**src/rtl/ics_pkg.sv**
```systemverilog
package ics_pkg;

    typedef enum logic [1:0] {
        CMD_READ  = 2'd0,
        CMD_WRITE = 2'd1,
        CMD_TRIM  = 2'd2,
        CMD_BAD   = 2'd3
    } cmd_e;

    typedef enum logic [1:0] {
        OP_READ  = 2'd0,
        OP_WRITE = 2'd1,
        OP_TRIM  = 2'd2,
        OP_COPY  = 2'd3
    } op_e;

    typedef enum logic [1:0] {
        ST_READY = 2'd0,
        ST_EVAL  = 2'd1,
        ST_WAIT  = 2'd2
    } state_e;

    localparam logic [7:0] STAT_IDLE = 8'h00;
    localparam logic [7:0] STAT_BUSY = 8'h80;
    localparam logic [7:0] STAT_DONE = 8'h50;
    localparam logic [7:0] STAT_FAIL = 8'h41;

    function automatic op_e cmd_to_op(cmd_e c);
        case (c)
            CMD_READ:  return OP_READ;
            CMD_WRITE: return OP_WRITE;
            default:   return OP_TRIM;
        endcase
    endfunction

endpackage

```
**src/rtl/ics_offset.sv**
```systemverilog
module ics_offset #(
    parameter int LBA_W        = 28,
    parameter int IDX_W        = 25,
    parameter int OFF_W        = 40,
    parameter int SECTOR_SHIFT = 9,
    parameter int BLOCK_SHIFT  = 11
) (
    input  logic [LBA_W-1:0] lba_i,
    input  logic             optical_i,
    input  logic [IDX_W-1:0] idx_i,
    output logic [OFF_W-1:0] off_o,
    output logic             no_lba_o
);
    logic [OFF_W-1:0] base;

    always_comb begin
        if (optical_i)
            base = OFF_W'(lba_i) << BLOCK_SHIFT;
        else
            base = OFF_W'(lba_i) << SECTOR_SHIFT;
        off_o    = base + OFF_W'(idx_i);
        no_lba_o = &lba_i;
    end
endmodule

```
**src/rtl/ics_tally.sv**
```systemverilog
module ics_tally #(
    parameter int SECT_W       = 8,
    parameter int CNT_W        = 24,
    parameter int LEN_W        = 16,
    parameter int SECTOR_SHIFT = 9,
    localparam int REM_W       = CNT_W + 1,
    localparam int IDX_W       = CNT_W + 1
) (
    input  logic                    clk,
    input  logic                    rst,
    input  logic                    load_i,
    input  logic                    optical_i,
    input  logic [SECT_W-1:0]       nsect_i,
    input  logic [CNT_W-1:0]        pkt_i,
    input  logic                    consume_i,
    input  logic [LEN_W-1:0]        len_i,
    output logic signed [REM_W-1:0] rem_o,
    output logic [IDX_W-1:0]        idx_o,
    output logic                    drained_o
);
    logic signed [REM_W-1:0] rem_q;
    logic [IDX_W-1:0]        idx_q;
    logic signed [REM_W-1:0] len_s;

    assign len_s = {{(REM_W-LEN_W){1'b0}}, len_i};

    always_ff @(posedge clk) begin
        if (rst) begin
            rem_q <= '0;
            idx_q <= '0;
        end else if (load_i) begin
            idx_q <= '0;
            if (optical_i)
                rem_q <= {1'b0, pkt_i};
            else
                rem_q <= REM_W'(nsect_i) << SECTOR_SHIFT;
        end else if (consume_i) begin
            rem_q <= rem_q - len_s;
            idx_q <= idx_q + IDX_W'(len_i);
        end
    end

    assign rem_o     = rem_q;
    assign idx_o     = idx_q;
    assign drained_o = rem_q[REM_W-1] || (rem_q == '0);
endmodule

```
**src/rtl/ics_ctrl.sv**
```systemverilog
module ics_ctrl
    import ics_pkg::*;
#(
    parameter int LBA_W  = 28,
    parameter int LEN_W  = 16,
    parameter int ADDR_W = 32,
    parameter int OFF_W  = 40
) (
    input  logic              clk,
    input  logic              rst,
    input  logic              start_i,
    input  logic [1:0]        cmd_i,
    input  logic              optical_i,
    input  logic [LBA_W-1:0]  lba_i,
    input  logic              chunk_vld_i,
    input  logic [ADDR_W-1:0] chunk_addr_i,
    input  logic [LEN_W-1:0]  chunk_len_i,
    input  logic              be_done_i,
    input  logic              be_err_i,
    input  logic              drained_i,
    input  logic              no_lba_i,
    input  logic [OFF_W-1:0]  off_i,
    input  logic [LEN_W-1:0]  copy_len_i,
    output logic              opt_o,
    output logic [LBA_W-1:0]  lba_o,
    output logic              load_o,
    output logic              consume_o,
    output logic [LEN_W-1:0]  len_o,
    output logic              chunk_rdy_o,
    output logic              chunk_end_o,
    output logic              chunk_park_o,
    output logic              be_req_o,
    output logic [1:0]        be_op_o,
    output logic [ADDR_W-1:0] be_addr_o,
    output logic [OFF_W-1:0]  be_off_o,
    output logic [LEN_W-1:0]  be_len_o,
    output logic [7:0]        status_o,
    output logic              irq_o,
    output logic              err_o,
    output logic              active_o
);
    state_e            state_q;
    cmd_e              cmd_q;
    logic              opt_q;
    logic [LBA_W-1:0]  lba_q;
    logic [ADDR_W-1:0] addr_q;
    logic [LEN_W-1:0]  len_q;
    logic              copy_q;
    logic              active_q, irq_q, err_q;
    logic [7:0]        status_q;
    logic              end_q, park_q;
    logic              req_q;
    op_e               op_q;
    logic [ADDR_W-1:0] req_addr_q;
    logic [OFF_W-1:0]  req_off_q;
    logic [LEN_W-1:0]  req_len_q;

    logic take_start, take_chunk, issue_blk;

    always_comb begin
        take_start = (state_q == ST_READY) && start_i;
        take_chunk = (state_q == ST_READY) && !start_i && chunk_vld_i;
        issue_blk  = (state_q == ST_EVAL) && active_q && !drained_i &&
                     (len_q != '0) && !(opt_q && no_lba_i) && (cmd_q != CMD_BAD);
    end

    always_ff @(posedge clk) begin
        if (rst) begin
            state_q    <= ST_READY;
            cmd_q      <= CMD_READ;
            opt_q      <= 1'b0;
            lba_q      <= '0;
            addr_q     <= '0;
            len_q      <= '0;
            copy_q     <= 1'b0;
            active_q   <= 1'b0;
            irq_q      <= 1'b0;
            err_q      <= 1'b0;
            status_q   <= STAT_IDLE;
            end_q      <= 1'b0;
            park_q     <= 1'b0;
            req_q      <= 1'b0;
            op_q       <= OP_READ;
            req_addr_q <= '0;
            req_off_q  <= '0;
            req_len_q  <= '0;
        end else begin
            end_q  <= 1'b0;
            park_q <= 1'b0;
            case (state_q)
                ST_READY: begin
                    if (take_start) begin
                        cmd_q    <= cmd_e'(cmd_i);
                        opt_q    <= optical_i;
                        lba_q    <= lba_i;
                        active_q <= 1'b1;
                        irq_q    <= 1'b0;
                        err_q    <= 1'b0;
                        status_q <= STAT_BUSY;
                    end else if (take_chunk) begin
                        addr_q  <= chunk_addr_i;
                        len_q   <= chunk_len_i;
                        state_q <= ST_EVAL;
                    end
                end
                ST_EVAL: begin
                    state_q <= ST_READY;
                    if (!active_q) begin
                        park_q <= 1'b1;
                    end else if (drained_i) begin
                        end_q    <= 1'b1;
                        status_q <= STAT_DONE;
                        irq_q    <= 1'b1;
                        active_q <= 1'b0;
                    end else if (len_q == '0) begin
                        end_q <= 1'b1;
                    end else if (opt_q && no_lba_i) begin
                        req_q      <= 1'b1;
                        op_q       <= OP_COPY;
                        req_addr_q <= addr_q;
                        req_off_q  <= '0;
                        req_len_q  <= copy_len_i;
                        copy_q     <= 1'b1;
                        state_q    <= ST_WAIT;
                    end else if (cmd_q == CMD_BAD) begin
                        end_q    <= 1'b1;
                        status_q <= STAT_FAIL;
                        irq_q    <= 1'b1;
                        err_q    <= 1'b1;
                        active_q <= 1'b0;
                    end else begin
                        req_q      <= 1'b1;
                        op_q       <= cmd_to_op(cmd_q);
                        req_addr_q <= addr_q;
                        req_off_q  <= off_i;
                        req_len_q  <= len_q;
                        copy_q     <= 1'b0;
                        state_q    <= ST_WAIT;
                    end
                end
                ST_WAIT: begin
                    if (be_done_i) begin
                        req_q   <= 1'b0;
                        end_q   <= 1'b1;
                        state_q <= ST_READY;
                        if (be_err_i) begin
                            status_q <= STAT_FAIL;
                            irq_q    <= 1'b1;
                            err_q    <= 1'b1;
                            active_q <= 1'b0;
                        end else if (copy_q || drained_i) begin
                            status_q <= STAT_DONE;
                            irq_q    <= 1'b1;
                            active_q <= 1'b0;
                        end
                    end
                end
                default: state_q <= ST_READY;
            endcase
        end
    end

    assign opt_o        = opt_q;
    assign lba_o        = lba_q;
    assign load_o       = take_start;
    assign consume_o    = issue_blk;
    assign len_o        = len_q;
    assign chunk_rdy_o  = (state_q == ST_READY);
    assign chunk_end_o  = end_q;
    assign chunk_park_o = park_q;
    assign be_req_o     = req_q;
    assign be_op_o      = op_q;
    assign be_addr_o    = req_addr_q;
    assign be_off_o     = req_off_q;
    assign be_len_o     = req_len_q;
    assign status_o     = status_q;
    assign irq_o        = irq_q;
    assign err_o        = err_q;
    assign active_o     = active_q;


    req_hold_chk: assert property (@(posedge clk) disable iff (rst)
        (be_req_o && !be_done_i) |=> (be_req_o && $stable(be_off_o) && $stable(be_len_o)));


    single_out_chk: assert property (@(posedge clk) disable iff (rst)
        be_req_o |-> !chunk_rdy_o);


    park_idle_chk: assert property (@(posedge clk) disable iff (rst)
        chunk_park_o |-> (!active_o && !be_req_o));


    irq_ends_chk: assert property (@(posedge clk) disable iff (rst)
        $rose(irq_o) |-> (!active_o && chunk_end_o));


    pulse_excl_chk: assert property (@(posedge clk) disable iff (rst)
        !(chunk_end_o && chunk_park_o));
endmodule

```
**src/rtl/ide_chunk_seq.sv**
```systemverilog
module ide_chunk_seq #(
    parameter int LBA_W        = 28,
    parameter int SECT_W       = 8,
    parameter int CNT_W        = 24,
    parameter int LEN_W        = 16,
    parameter int ADDR_W       = 32,
    parameter int SECTOR_SHIFT = 9,
    parameter int BLOCK_SHIFT  = 11,
    localparam int REM_W       = CNT_W + 1,
    localparam int IDX_W       = CNT_W + 1,
    localparam int OFF_W       = LBA_W + BLOCK_SHIFT + 1
) (
    input  logic              clk,
    input  logic              rst,
    input  logic              start_i,
    input  logic [1:0]        cmd_i,
    input  logic [SECT_W-1:0] nsect_i,
    input  logic [LBA_W-1:0]  lba_i,
    input  logic              optical_i,
    input  logic [CNT_W-1:0]  pkt_size_i,
    input  logic              chunk_vld_i,
    input  logic [ADDR_W-1:0] chunk_addr_i,
    input  logic [LEN_W-1:0]  chunk_len_i,
    output logic              chunk_rdy_o,
    output logic              chunk_end_o,
    output logic              chunk_park_o,
    output logic              be_req_o,
    output logic [1:0]        be_op_o,
    output logic [ADDR_W-1:0] be_addr_o,
    output logic [OFF_W-1:0]  be_off_o,
    output logic [LEN_W-1:0]  be_len_o,
    input  logic              be_done_i,
    input  logic              be_err_i,
    output logic [7:0]        status_o,
    output logic              irq_o,
    output logic              err_o,
    output logic              active_o
);
    logic                    opt_w, load_w, consume_w, drained_w, no_lba_w;
    logic [LBA_W-1:0]        lba_w;
    logic [LEN_W-1:0]        len_w, copy_len_w;
    logic signed [REM_W-1:0] rem_w;
    logic [IDX_W-1:0]        idx_w;
    logic [OFF_W-1:0]        off_w;
    logic [CNT_W-1:0]        rem_mag;

    assign rem_mag    = rem_w[CNT_W-1:0];
    assign copy_len_w = (CNT_W'(len_w) < rem_mag) ? len_w : rem_mag[LEN_W-1:0];

    ics_tally #(
        .SECT_W(SECT_W), .CNT_W(CNT_W), .LEN_W(LEN_W), .SECTOR_SHIFT(SECTOR_SHIFT)
    ) u_tally (
        .clk(clk), .rst(rst), .load_i(load_w), .optical_i(optical_i),
        .nsect_i(nsect_i), .pkt_i(pkt_size_i), .consume_i(consume_w),
        .len_i(len_w), .rem_o(rem_w), .idx_o(idx_w), .drained_o(drained_w)
    );

    ics_offset #(
        .LBA_W(LBA_W), .IDX_W(IDX_W), .OFF_W(OFF_W),
        .SECTOR_SHIFT(SECTOR_SHIFT), .BLOCK_SHIFT(BLOCK_SHIFT)
    ) u_offset (
        .lba_i(lba_w), .optical_i(opt_w), .idx_i(idx_w),
        .off_o(off_w), .no_lba_o(no_lba_w)
    );

    ics_ctrl #(
        .LBA_W(LBA_W), .LEN_W(LEN_W), .ADDR_W(ADDR_W), .OFF_W(OFF_W)
    ) u_ctrl (
        .clk(clk), .rst(rst), .start_i(start_i), .cmd_i(cmd_i),
        .optical_i(optical_i), .lba_i(lba_i),
        .chunk_vld_i(chunk_vld_i), .chunk_addr_i(chunk_addr_i), .chunk_len_i(chunk_len_i),
        .be_done_i(be_done_i), .be_err_i(be_err_i),
        .drained_i(drained_w), .no_lba_i(no_lba_w), .off_i(off_w), .copy_len_i(copy_len_w),
        .opt_o(opt_w), .lba_o(lba_w), .load_o(load_w), .consume_o(consume_w), .len_o(len_w),
        .chunk_rdy_o(chunk_rdy_o), .chunk_end_o(chunk_end_o), .chunk_park_o(chunk_park_o),
        .be_req_o(be_req_o), .be_op_o(be_op_o), .be_addr_o(be_addr_o),
        .be_off_o(be_off_o), .be_len_o(be_len_o),
        .status_o(status_o), .irq_o(irq_o), .err_o(err_o), .active_o(active_o)
    );
endmodule

```
**config.mk**
```make
export PLATFORM = sky130hd
export DESIGN_NAME = ide_chunk_seq
export DESIGN_NICKNAME = d
export VERILOG_FILES = /design/src/rtl/ics_pkg.sv /design/src/rtl/ics_offset.sv /design/src/rtl/ics_tally.sv /design/src/rtl/ics_ctrl.sv /design/src/rtl/ide_chunk_seq.sv
export SDC_FILE = /design/constraint.sdc
export NUM_CORES = 1
export LEC_CHECK = 0
export ABC_AREA = 0
export BUFFER_PORTS_ARGS = -buffer_cell sky130_fd_sc_hd__buf_2
export CAP_MARGIN = 10
export CORE_ASPECT_RATIO = 0.8
export CORE_MARGIN = 4
export CORE_UTILIZATION = 45
export CTS_CLUSTER_SIZE = 24
export DETAILED_ROUTE_END_ITERATION = 12
export PLACE_DENSITY_LB_ADDON = 0.15
export SETUP_SLACK_MARGIN = 0.02
export SYNTH_ARGS = -nofsm -noshare
export SYNTH_HDL_FRONTEND = slang
export SYNTH_HIERARCHICAL = 1
export SYNTH_SLANG_ARGS = --single-unit
```
**constraint.sdc**
```tcl
create_clock -name clk -period 4.23 [get_ports clk]
set_input_delay 0 -clock clk [delete_from_list [all_inputs] [get_ports clk]]
set_output_delay 0 -clock clk [all_outputs]
set_load 0.03 [all_outputs]
```
==> results of run 1 <==
[per-layer routing]
layer	track usage (%)	up-vias
li1	-	6193
met4	5.31	0
met1	35.3	5895
met3	3.25	57
met5	0	-
met2	37.5	412
[stage by stage]
| stage | hold slack [ns] | cells |
|---|---|---|
| global route | 0.0450 | 2272 |
| CTS | 0.00761 | 2272 |
| detailed placement | 0.204 | 2122 |
| finish | -0.00418 | 2272 |
| floorplan | 0.109 | 1613 |
| global placement | 0.203 | 2122 |
[power groups by stage]
stage / combinational, uW / sequential (uW) / clock [uW]
6_report: 1510 / 2430 / 2100
5_1_grt: 1660 / 2440 / 2240
4_1_cts: 1500 / 2430 / 2160
3_5_place_dp: 1410 / 2470 / 0
3_3_place_gp: 1400 / 2470 / 0
2_1_floorplan: 1010 / 2490 / 0
[layout by cell type, fill, tap and decap left out, drive strengths merged, types with 5 or more instances in the layout]
cell type and instances:
nand2 305, buf 246, dfxtp 231, a21oi 190, nor2 144, dlygate4sd3 110, ha 68, o21ai 47
inv 47, a22oi 41, nand3 41, mux2i 34, mux2 34, clkbuf 33, xnor2 30, xor2 27
nand4 22, nor3 21, a311oi 19, nor2b 15, nand2b 15, a211oi 15, nor4 15, o21a 13
and3 13, a21o 11, a31oi 9, or3 8, o21bai 6, o211ai 6, a21boi 6, a211o 5
o22ai 5, and2 5, o31ai 5, clkinv 5, or4 5
[registers in the layout, indices dropped and copies added, names as in the netlist, 2 cells and up]
| register | flops |
|---|---|
| u_ctrl/be_len_o | 16 |
| u_tally/idx_o | 25 |
| u_ctrl/be_off_o | 40 |
| u_ctrl/lba_o | 28 |
| u_ctrl/be_op_o | 2 |
| u_ctrl/be_addr_o | 32 |
| u_ctrl/addr_q | 32 |
| u_ctrl/status_o | 4 |
| u_ctrl/len_o | 16 |
| u_ctrl/cmd_q | 2 |
| u_tally/rem_o | 25 |
| u_ctrl/state_q | 2 |
[worst max-delay path by stage]
| stage | startpoint | slack, ns | endpoint |
|---|---|---|---|
| finish | u_tally/rem_o[16] | 0.29 | u_tally/rem_o[4] |
| global placement | u_tally/rem_o[16] | 0.53 | u_tally/idx_o[15] |
| floorplan | u_tally/rem_o[16] | 0.58 | u_tally/idx_o[24] |
| detailed placement | u_tally/rem_o[16] | 0.48 | u_tally/idx_o[15] |
| global route | u_tally/rem_o[16] | 0.11 | u_tally/rem_o[4] |
| CTS | u_tally/rem_o[16] | 0.32 | u_tally/rem_o[4] |
[kinds of logic after synthesis]
kind of cell    count (synthesis)
compound gates                409
xor+xnor                       57
fa+ha+maj                      71
buf+inv                       153
flops                         231
mux                            68
other cells                     1
simple gates                  620
[area by class of cell]
class                   instances  area share (%)
clock inverters                 7           0.488
multi-input cells            1229            47.8
inverters                      46            1.07
clock buffers                  33            4.24
well taps                     370            2.86
flip-flops and latches        231            28.6
repair buffers                356            14.9
==> impl_metrics.ini, run 1 <==
[cts]
h-tree-depth = 1
clkLatencyLatePin_ns = 0.55
clk_pin_slew_ns = 0.06
cts_root_buffer = clkbuf_16
hold_buffers = 110
numCtsBuffers = 25
cts_resized = 0
numClockSinks = 231
ctsLongestPathBuffers = 3
cts_tree = yes
cts_setup_buffers = 0

[detailed_routing]
highest_layer = met4
num_vias = 12557
drc_errors = 0
firstDrtPassIters = 5
drt-total-wl_mm = 39.9
drtIter0Drc = 904
wl_met3_mm = 2.38
avgViaCountPerCell = 5.53
wl_met2_mm = 17.4
final_antenna_net_count = 0
routedWlPerCell_um = 17.6
met1_length_mm = 19.3

[final_layout]
multiInputGateArea_sq_um = 7730
fill_cells = 2632
seqCellArea_sq_um = 4630
nets = 2077
antenna_cells = 0
area_delta_synth_final_pct = 23.7
finish.utilization_pct = 56.9
drive_above_1_share_pct = 19.5
stdcell_area_sq_um = 16200

[power]
p_int_uw = 4120
combPwrFrac_pct = 25.0
seqPwrFrac_pct = 40.2
peakVddDrop_uv = 363
swShare_pct = 31.8
p_sw_uw = 1920
p_leak_uw = 0.00664
p_per_area_nw_per_um2 = 374
clockPowerShare_pct = 34.8
p_total_uw = 6040

[global_routing]
antenna_found_initial = 0
grt_pass1_vias = 12115
grt.total_usage_pct = 24.0
grt_max_degree = 113
grt_overflow = 0
grt_pass1_wl_mm = 63.7

[min_path]
holdCritPathClass = in2reg
min_from = rst
worstHoldPathCells = 2
holdPathEnd = u_tally/rem_o[5]

[floorplanning]
die_x_um = 199
die_y_um = 160
dieArea_sq_um = 31800
rows = 55
start_util_pct = 46.0
ios = 222
coreArea_sq_um = 28400

[yosys]
synth_area_sq_um = 13100
ys_top_cells_by_count = nand2_1 (295), dfxtp_1 (231), a21oi_1 (190)
synth-simple-area-share_pct = 21.8
yosysTopAreaCell = dfxtp_1
synth.area.mux_share_pct = 5.82
ys_ff_latch = 231
synth-compound-area-share_pct = 20.4
yosys-top-cells-area = dfxtp_1 (35%), nand2_1 (8.5%), a21oi_1 (7.3%)
synth_edf_count = 0
synthDistinctLibCells = 85
yosysMostFrequentCell = nand2_1
synth_top_family_by_area = simple AND/OR/NAND/NOR gates
yosysTopAreaCellShare_pct = 35.4
ys_warn_count = 6
async_flop_share_pct = 0
synth_fa_ha_area_share_pct = 6.97
synth.avg_cell_area_sq_um = 8.12
netlist_instances = 1610
synthXorXnorAreaFrac_pct = 3.82
ys_seq_area_share_pct = 35.4
ys.flop_type = dfxtp_1

[sta]
finClkSkew_ns = 0.0163
finalCritPeriodShare_pct = 93.2
period_minus_slack_ns = 3.94
clock.fmax_mhz = 254
setup_violations = 0
rsz0062_at_grt = false
tns_ns = 0
final_max_slew_viol_count = 0
worst_pin_slew_ns = 1.10
setup_slack_ns = 0.288
final_hold_viol_count = 1
hold_slack_ns = -0.00418
slew_headroom_pct = 26.2

[place]
globalplace.congestion = 0.882
portBuffers = 217
post-dp-hpwl_mm = 28.2
preCtsSetupSlack_ns = 0.478
placed_cell_area_sq_um = 14300

[setup_path]
critPathLaunchType = register
critPathKind = reg2reg
rr_endpoint = u_tally/rem_o[4]
crit_slowest_cell = dlygate4sd3_1
ff2ff_setup_slack_ns = 0.29
r2r_cells = 12
r2r-start = u_tally/rem_o[16]
endpoint_kind = register
critPathArrivalTime_ns = 4.38
worstPathMaxFanout = 33
critical_path_depth = 12
critical_path_required_ns = 4.66
crit_top_cell = or3_4
max_stage_delay_ns = 0.58
path_cells = or3_4 > or3_4 > or4_4 > o21bai_1 > and3b_1 > nand3_1 > nor2_4 > buf_4 > mux2i_1 > a2bb2oi_1 > nor2_1 > dlygate4sd3_1
critPathTopFamily = simple AND/OR/NAND/NOR gates
worst-path-buf-inv = 2

[status]
violations = hold timing
status = finished, violations left

[job]
timing.max_cap.violations = 0
No activity file was read; power rests on OpenSTA's default activity.
==> run 2, diff against run 1 <==
--- a/config.mk
+++ b/config.mk
@@ -13,8 +13,8 @@
 export CORE_UTILIZATION = 45
 export CTS_CLUSTER_SIZE = 24
 export DETAILED_ROUTE_END_ITERATION = 12
-export PLACE_DENSITY_LB_ADDON = 0.15
-export SETUP_SLACK_MARGIN = 0.02
+export PLACE_DENSITY = 0.74
+export SETUP_SLACK_MARGIN = 0.5
 export SYNTH_ARGS = -nofsm -noshare
 export SYNTH_HDL_FRONTEND = slang
 export SYNTH_HIERARCHICAL = 1
==> run 2 against run 1 <==
  * Sequential power about the same
  * Global-route usage shrank 0.20 points
  * The run now ends clean
  * Largest cell class unchanged
  * Routed wire length is 1.1% higher
  * Critical path depth unchanged
  * Die area stayed put
  * Fmax is 12% higher
  * Utilization increased by 1.0 points
  * Via count up 2.6%
  * First-iteration DRC count is 9.3% higher
  * Register-to-register slack improved by 0.41 ns
  * Critical endpoint is now u_tally/idx_o[24]
  * Worst setup slack improved by 0.41 ns
==> impl_metrics.ini, run 2 (synthesis results as in run 1) <==
[sta]
rsz0062_at_grt = false
final_max_slew_viol_count = 0
final_hold_viol_count = 0
slew_headroom_pct = 23.0
clock.fmax_mhz = 283
setup_violations = 0
finalCritPeriodShare_pct = 83.6
tns_ns = 0
period_minus_slack_ns = 3.53
worst_pin_slew_ns = 1.15
setup_slack_ns = 0.696
finClkSkew_ns = 0.0164

[final_layout]
stdcell_area_sq_um = 16500
area_delta_synth_final_pct = 26.0
drive_above_1_share_pct = 19.4
antenna_cells = 0
fill_cells = 2468
largest_reg_flops = 40
layout_common_cells = nand2_1 (295), dfxtp_1 (230), buf_2 (216), a21oi_1 (190), nor2_1 (141)
seqCellArea_sq_um = 4630
final_cell_count_no_fill = 2285
nets = 2085
layout_commonest_cell = nand2_1
multiInputGateArea_sq_um = 7740

[floorplanning]
die_x_um = 199
ios = 222
rows = 55
dieArea_sq_um = 31800
coreArea_sq_um = 28400
die_y_um = 160
start_util_pct = 46.0

[cts]
cts_root_buffer = clkbuf_16
ctsLongestPathBuffers = 3
numCtsBuffers = 25
h-tree-depth = 1
numClockSinks = 231
cts_tree = yes
clkLatencyLatePin_ns = 0.54
clk_pin_slew_ns = 0.06

[global_routing]
grt_overflow = 0
antenna_found_initial = 0
grtUsageMet2_pct = 37.6
grt_pass1_vias = 12199
met1_usage_pct = 34.2
grt_max_degree = 88
busiest_layer = met2
grt_use_met3_pct = 3.44
grt.total_usage_pct = 23.8
grt_pass1_wl_mm = 63.6

[detailed_routing]
drt-total-wl_mm = 40.4
avgViaCountPerCell = 5.64
firstDrtPassIters = 7
final_antenna_net_count = 0
drc_errors = 0
routedWlPerCell_um = 17.7
drtIter0Drc = 988
num_vias = 12889

[job]
timing.max_cap.violations = 0

[power]
swShare_pct = 31.3
p_leak_uw = 0.00677
p_sw_uw = 1980
p_total_uw = 6330
p_int_uw = 4350
p_per_area_nw_per_um2 = 384
clockPowerShare_pct = 37.3
combPwrFrac_pct = 24.0
peakVddDrop_uv = 278
seqPwrFrac_pct = 38.6

[place]
globalplace.congestion = 0.898
preCtsSetupSlack_ns = 0.424
post-dp-hpwl_mm = 27.7
dp.cells = 2111
portBuffers = 217
placed_cell_area_sq_um = 14300

[setup_path]
critPathLaunchType = register
crit_top_cell = and3_1
crit_slowest_cell = or4_4
rr_endpoint = u_tally/idx_o[24]
worstPathMaxFanout = 15
critical_path_required_ns = 4.66
endpoint_kind = register
r2r_cells = 12
ff2ff_setup_slack_ns = 0.70
path_cells = or3_4 > or3_4 > or4_4 > o21bai_4 > and3b_1 > nand3_1 > nor2_4 > and3_1 > and3_1 > and3_1 > and3_1 > a31o_2
critPathKind = reg2reg
r2r-start = u_tally/rem_o[16]
critPathArrivalTime_ns = 3.96
max_stage_delay_ns = 0.47

[min_path]
min_from = nsect_i[6]
worstHoldPathCells = 4
holdPathEnd = u_tally/rem_o[15]
holdCritPathClass = in2reg

[status]
status = completed
## run 2: cell types whose count changed in the layout (fill, tap and decap cells not counted), moves of 3 or more
cell,change
dlygate4sd3_1,+18
clkbuf_1,-5
buf_12,+3
clkinvlp_4,+5
bufinv_16,+3
buf_4,-13
## run 2: power by group through the flow
stage	combinational [uW]	clock (uW)	sequential (uW)
3_5_place_dp	1380	0	2490
4_1_cts	1490	2400	2440
6_report	1520	2360	2440
5_1_grt	1650	2500	2460
2_1_floorplan	1010	0	2490
3_3_place_gp	1360	0	2480
## run 2: worst max-delay path, delay by kind of cell (launching register included)
| family | cells | cell delay, ns |
|---|---|---|
| AOI/OAI and AO/OA | 2 | 0.43 |
| DFF | 1 | 0.40 |
| and+or+nand+nor | 10 | 2.59 |
## run 2: worst max-delay path by stage
stage / to / cells after the start / slack (ns) / startpoint
floorplan: u_tally/idx_o[24] / 15 / 0.58 / u_tally/rem_o[16]
detailed placement: u_tally/rem_o[17] / 14 / 0.42 / u_tally/rem_o[16]
global route: u_tally/rem_o[19] / 14 / 0.50 / u_tally/rem_o[16]
finish: u_tally/idx_o[24] / 12 / 0.70 / u_tally/rem_o[16]
global placement: u_tally/rem_o[17] / 14 / 0.52 / u_tally/rem_o[16]
CTS: u_tally/rem_o[17] / 14 / 0.56 / u_tally/rem_o[16]
## run 2: metrics by stage
stage          hold WS (ns)  utilization (%)
2_1_floorplan         0.109                -
3_3_place_gp          0.212             50.2
3_5_place_dp          0.206             50.2
4_1_cts              0.0145             57.8
5_1_grt              0.0992             57.9
6_report             0.0377             57.9
## run 2: routing by layer
metal,vias to the layer above,routed length (um)
li1,6217,-
met1,6056,18500
met2,544,17900
met3,72,3060
met4,0,979
met5,-,0
## run 2: cell type report
type                            count  area share (%)
Tap cell                          370            2.81
Clock inverter                     16            1.33
Multi-Input combinational cell   1229            47.1
Timing Repair Buffer              364            15.5
Inverter                           46            1.05
Sequential cell                   231            28.1
Clock buffer                       29            4.14
## run 2: what timing repair did
item / 4_1_cts / 5_1_grt
endpoints found under the hold margin: 126 / 0
setup endpoints to repair: 4 / 7
setup buffers: 0 / 1
pin swaps: 0 / 1
gates resized for setup: 1 / 2
hold buffers: 128 / 0
